File: src/rtl/modcnt_pkg.sv
package modcnt_pkg;

    // Set/clear pair applied to one JK-style state cell
    typedef struct packed {
        logic j;
        logic k;
    } jk_pair_t;

    // Output flags decoded from the held state
    typedef struct packed {
        logic term;
        logic invalid;
    } cnt_flags_t;

    // Number of state bits for a supported modulus
    function automatic int cnt_width(input int modulus);
        return (modulus > 4) ? 4 : 2;
    endfunction

    // JK characteristic: a set bit obeys k, a clear bit obeys j
    function automatic logic jk_next(input logic q, input jk_pair_t p);
        return q ? ~p.k : p.j;
    endfunction

    // Express a D-style next value as a set/clear pair
    function automatic jk_pair_t d_as_jk(input logic d);
        jk_pair_t p;
        p.j = d;
        p.k = ~d;
        return p;
    endfunction

endpackage

File: src/rtl/modcnt_jk_cell.sv
module modcnt_jk_cell
    import modcnt_pkg::*;
(
    input  logic     clk,
    input  logic     rst,
    input  logic     en,
    input  logic     load,
    input  logic     load_bit,
    input  jk_pair_t jk,
    output logic     q
);

    always_ff @(posedge clk) begin
        if (rst) begin
            q <= 1'b0;
        end else if (load) begin
            q <= load_bit;
        end else if (en) begin
            q <= jk_next(q, jk);
        end
    end

endmodule

File: src/rtl/modcnt_excite.sv
module modcnt_excite
    import modcnt_pkg::*;
#(
    parameter int MODULUS = 10,
    localparam int W = cnt_width(MODULUS)
) (
    input  logic     [W-1:0] q,
    output jk_pair_t [W-1:0] jk
);

    generate
        if (MODULUS == 10) begin : g_decade
            // Groupings chosen so every unused code reaches the sequence
            always_comb begin
                jk[0].j = 1'b1;
                jk[0].k = 1'b1;
                jk[1].j = q[0] & ~q[3];
                jk[1].k = q[0];
                jk[2].j = q[0] & q[1];
                jk[2].k = q[0] & q[1];
                jk[3].j = q[0] & q[1] & q[2];
                jk[3].k = q[0];
            end
        end else begin : g_ternary
            // D-style stages: unused 11 steps to 10
            always_comb begin
                jk[1] = d_as_jk(q[0]);
                jk[0] = d_as_jk(~q[1] & ~q[0]);
            end
        end
    endgenerate

endmodule

File: src/rtl/modcnt_decode.sv
module modcnt_decode
    import modcnt_pkg::*;
#(
    parameter int MODULUS = 10,
    localparam int W = cnt_width(MODULUS)
) (
    input  logic [W-1:0] q,
    output cnt_flags_t   flags
);

    localparam logic [W-1:0] LAST_CODE  = W'(MODULUS - 1);
    localparam logic [W-1:0] FIRST_UNUSED = W'(MODULUS);

    always_comb begin
        flags.term    = (q == LAST_CODE);
        flags.invalid = (q >= FIRST_UNUSED);
    end

endmodule

File: src/rtl/modcnt_selfheal.sv
module modcnt_selfheal
    import modcnt_pkg::*;
#(
    parameter int MODULUS = 10,
    localparam int W = cnt_width(MODULUS)
) (
    input  logic         clk,
    input  logic         rst,
    input  logic         en,
    input  logic         load,
    input  logic [W-1:0] load_val,
    output logic [W-1:0] count,
    output logic         term,
    output logic         invalid
);

    logic     [W-1:0] state_q;
    jk_pair_t [W-1:0] jk_bank;
    cnt_flags_t       flags;

    modcnt_excite #(.MODULUS(MODULUS)) u_excite (
        .q  (state_q),
        .jk (jk_bank)
    );

    generate
        for (genvar b = 0; b < W; b++) begin : g_cell
            modcnt_jk_cell u_cell (
                .clk      (clk),
                .rst      (rst),
                .en       (en),
                .load     (load),
                .load_bit (load_val[b]),
                .jk       (jk_bank[b]),
                .q        (state_q[b])
            );
        end
    endgenerate

    modcnt_decode #(.MODULUS(MODULUS)) u_decode (
        .q     (state_q),
        .flags (flags)
    );

    assign count   = state_q;
    assign term    = flags.term;
    assign invalid = flags.invalid;

endmodule

File: config.mk
export PLATFORM = sky130hd
export DESIGN_NAME = modcnt_selfheal
export DESIGN_NICKNAME = d
export VERILOG_FILES = /design/src/rtl/modcnt_pkg.sv /design/src/rtl/modcnt_jk_cell.sv /design/src/rtl/modcnt_excite.sv /design/src/rtl/modcnt_decode.sv /design/src/rtl/modcnt_selfheal.sv
export SDC_FILE = /design/constraint.sdc
export NUM_CORES = 1
export LEC_CHECK = 0
export CAP_MARGIN = 20
export CORE_AREA = 2 2 39 41
export CTS_CLUSTER_DIAMETER = 40
export DETAILED_ROUTE_END_ITERATION = 6
export DIE_AREA = 0 0 41 43
export GPL_TIMING_DRIVEN = 1
export PLACE_DENSITY = 0.59
export SLEW_MARGIN = 30
export SYNTH_ARGS = -nofsm -noshare
export SYNTH_HDL_FRONTEND = slang
export SYNTH_SLANG_ARGS = --single-unit
File: constraint.sdc
create_clock -name clk -period 1.4 [get_ports clk]
set_input_delay 0.28 -clock clk [delete_from_list [all_inputs] [get_ports clk]]
set_output_delay 0.28 -clock clk [all_outputs]
set_load 0.1 [all_outputs]
==> metrics list, run 1 <==
- The startpoint identified for the worst hold timing path is g_cell[0].u_cell.q.
- Worst reg2reg startpoint: g_cell[1].u_cell.q
- Startpoint type of the worst setup path: flip-flop
- Ports placed on the boundary: 14
- Crit path required time: 1120 ps
* Capturing instance or port of the critical path: term
- After synthesis, the mean cell area works out to approximately 9.8 sq um.
- Post-synth net total: 37
* Total number of vias: 247
- Number of pins with negative max-slew slack in the final report: 0
- Relative to the synthesized area, the layout overhead comes to 90.9%.
* Setup_tns: 0 ps
* Cell-by-cell trace of the critical path: buf_6 > nor3_4 > buf_12
* RD Place Congestion: 0.645
- In this run the number of cells on the critical path is 3.
* Slew at the pin closest to its max-slew limit: 239 ps
* Total DRC errors in the routed layout: 0
- The largest individual stage delay along the critical path comes from the cell sky130_fd_sc_hd__dfxtp_2.
- Setup WS post-layout: about 34 ps
- The run finished with clean final reports.
* Drt total wl: 578 um
- 1st-iter DRT viols: 3
- Pwr per Cell Area: 964 mW/mm^2
- STA puts the critical path data arrival time at ~1100 ps.
- The worst setup path is captured at an output pin.
- Worst-case register-to-register setup slack: 150 ps
- Clock power frac: 31.4%
* Number of placement rows: 14
* Most frequent cells in the layout: sky130_fd_sc_hd__clkdlybuf4s50_1 (7), sky130_fd_sc_hd__buf_12 (6), sky130_fd_sc_hd__nor2b_1 (4)
- Cell internal power was estimated by the tool at ~320 uW.
- The routed design could run at a clock period as short as 1370 ps.
- The largest registers in the layout are g_cell.u_cell.q x4.
- Crit path launch: g_cell[1].u_cell.q
* Buffer and inverter count on the worst path: 2
* Flip-flop count of the largest register after layout: 4
- Leaving out fill and tap cells, the most frequent cell in the layout is sky130_fd_sc_hd__clkdlybuf4s50_1.
* Post-placement cell count: 54
* Final worst path period share: 97.6%
- Final worst clock skew: 3.43 ps
- VDD sags by at most 0.361 mV.
- Sequential fraction of design power: 28.2%
- Reg2reg path depth: 5
- In this run the power spent charging and discharging nets is 184 uW.
* Cell class contributing the biggest share of worst-path delay: flip-flops
* Maximum number of pins on one net before global-route repair: 8
- Synthesis instantiated 16 different standard cells from the library.
* Post-route antenna net violation count: 0
- Width of the chip: 41 um
- With fillers left out, the area of the finished cells amounts to 523 sq um.
- Via count of the first global-routing pass: 242
- Of the synthesized area, sequential elements account for 29.2%.
- Final-stage net count: 53
- Number of levels the H-tree was split into: 1
- Class of the most critical hold timing path: reg -> reg
* Bufs on Longest Clock Path: 2
* Area of the mapped netlist: 274 sq um
* Peak Freq: roughly 730 MHz
- Finished Layout Cells: 59
- Final setup vio count: 0
* Root buffer cell: sky130_fd_sc_hd__clkbuf_4
- After detailed routing, the average wire length per cell comes to slightly below 10 um.
* Worst Path Class, Setup: reg -> out
- For the worst-skew pair, the clock arrives at the later sink with an insertion delay of 240 ps.
* Total CTS buffers: 3
* Floorplan die area: 0.00176 sq mm
- Headroom to the max-slew limit came out at 84.0%.
* Clock transition time at the flip-flop clock pins of the worst setup and hold paths: 40 ps
- TritonCTS built the clock tree.
- Longest individual stage delay on the worst path: 320 ps
- Number of diodes: 0
- More flip-flops sit in one register than any other, and that register is g_cell.u_cell.q.
- The hold violation total from the final report is 0.
* Number of warnings printed during yosys synthesis: 0
* Share of post-route cells with drive strength above 1: 44.2%
* Setup repair after global routing missed its margin: false
- In this run the vertical extent of the chip is 43 um.
- During placement, the flow inserted port buffers numbering 13.
- Max-Cap Viols: 0
- Global route total overflow: 0
* Wire length of the first global-routing pass: 986 um
* Clk sinks: 4
* Crit Path Max Fanout: 2
* Synth Instances: 28
- Reg-to-reg endpoint: g_cell[2].u_cell.q
* Number of vias per cell: 4.19
* Number of antenna violations at the first check in global routing: 0
- Summed over all cells, the static leakage comes to roughly 0.0002 uW.
- On the final layout, the worst hold slack is ~610 ps.
* Overall fraction of global-route tracks in use: 9.13%
* Switching share of power: 36.4%
* Logic pwr share: 40.4%
- Placed cell area: 480 sq um
- Initial core utilization: between 10% and 20%
- Register bit count reported by yosys: 4
- First-pass DRT Iterations: 3
- Place WS: -14.9 ps
- The core region is 0.00138 sq mm.
-- tightest hold or removal path, cell delays in order (launching register included) --
cell                        delay (ps)
sky130_fd_sc_hd__dfxtp_4           370
sky130_fd_sc_hd__nand4bb_1         110
sky130_fd_sc_hd__a311oi_1           90
-- per-stage QoR --
step | total power (uW) | util [%]
3_5_place_dp | 344 | 34.7
4_1_cts | 512 | 37.8
2_1_floorplan | 269 | -
6_report | 504 | 37.8
5_1_grt | 527 | 37.8
3_3_place_gp | 343 | 34.7
-- cell usage after synthesis (all sizes together) --
master	n	area, sq um
nor2b	4	25.0
nand2	1	3.75
dfxtp	4	80.1
a21bo	2	20.0
nand3b	1	7.51
o21a	1	7.51
nor3	1	5.00
buf	4	30.0
ha	1	12.5
a211oi	2	25.0
xnor2	1	8.76
inv	1	3.75
and2	1	6.26
mux2i	1	10.0
nand4bb	1	11.3
a311oi	2	17.5
-- cell type report --
type                    instances  area [sq um]
flip-flops and latches          4          90.1
well taps                      16          20.0
multi-input cells              19           174
clock buffers                   4          26.3
repair buffers                 15           209
inverters                       1          3.75
fillers                       133           861
-- logic make-up (layout without fill, tap and decap cells) --
| family | after synthesis | after routing | synth area share, % |
|---|---|---|---|
| AND/OR/NAND/NOR | 9 | 9 | 21.5 |
| AO/OA/AOI/OAI | 7 | 7 | 25.6 |
| buffers and inverters | 5 | 20 | 12.3 |
| flip-flops | 4 | 4 | 29.2 |
| adder cells (fa/ha/maj) | 1 | 1 | 4.57 |
| XOR/XNOR | 1 | 1 | 3.20 |
| multiplexers | 1 | 1 | 3.65 |
-- how the worst min path moves through the flow --
| stage | slack (ps) | depth (start not counted) | end |
|---|---|---|---|
| 2_1_floorplan | 340 | 1 | g_cell[0].u_cell.q |
| 3_3_place_gp | 600 | 2 | g_cell[1].u_cell.q |
| 3_5_place_dp | 610 | 2 | g_cell[1].u_cell.q |
| 4_1_cts | 610 | 2 | g_cell[1].u_cell.q |
| 5_1_grt | 650 | 2 | g_cell[1].u_cell.q |
| 6_report | 610 | 2 | g_cell[1].u_cell.q |
-- metal layers --
metal / up-vias / part of all wire (%) / track usage, %
li1: 127 / - / -
met1: 102 / 48 / 11.9
met2: 16 / 38 / 9.38
met3: 2 / 12 / 4.71
met4: 0 / 1.9 / 10.0
met5: - / 0 / 0
-- what timing repair did --
action                     4_1_cts  5_1_grt
buffers inserted                 1        0
resized for setup                4        0
hold endpoints to repair         0        0
setup endpoints to repair        2        0
hold buffers                     0        0
-- power groups by stage --
stage	logic, uW	registers, uW	clock network, uW
5_1_grt	213	144	170
3_5_place_dp	199	145	0
2_1_floorplan	131	139	0
3_3_place_gp	198	145	0
4_1_cts	205	142	165
6_report	204	142	158
Note: power is estimated with default switching activity, not from simulation.
==> inputs of run 2 (changes only) <==
Settings changed: CTS_CLUSTER_DIAMETER 40 to 150.
==> results of run 2 <==
No change in the layout: final DEF, timing and power equal those of run 1.
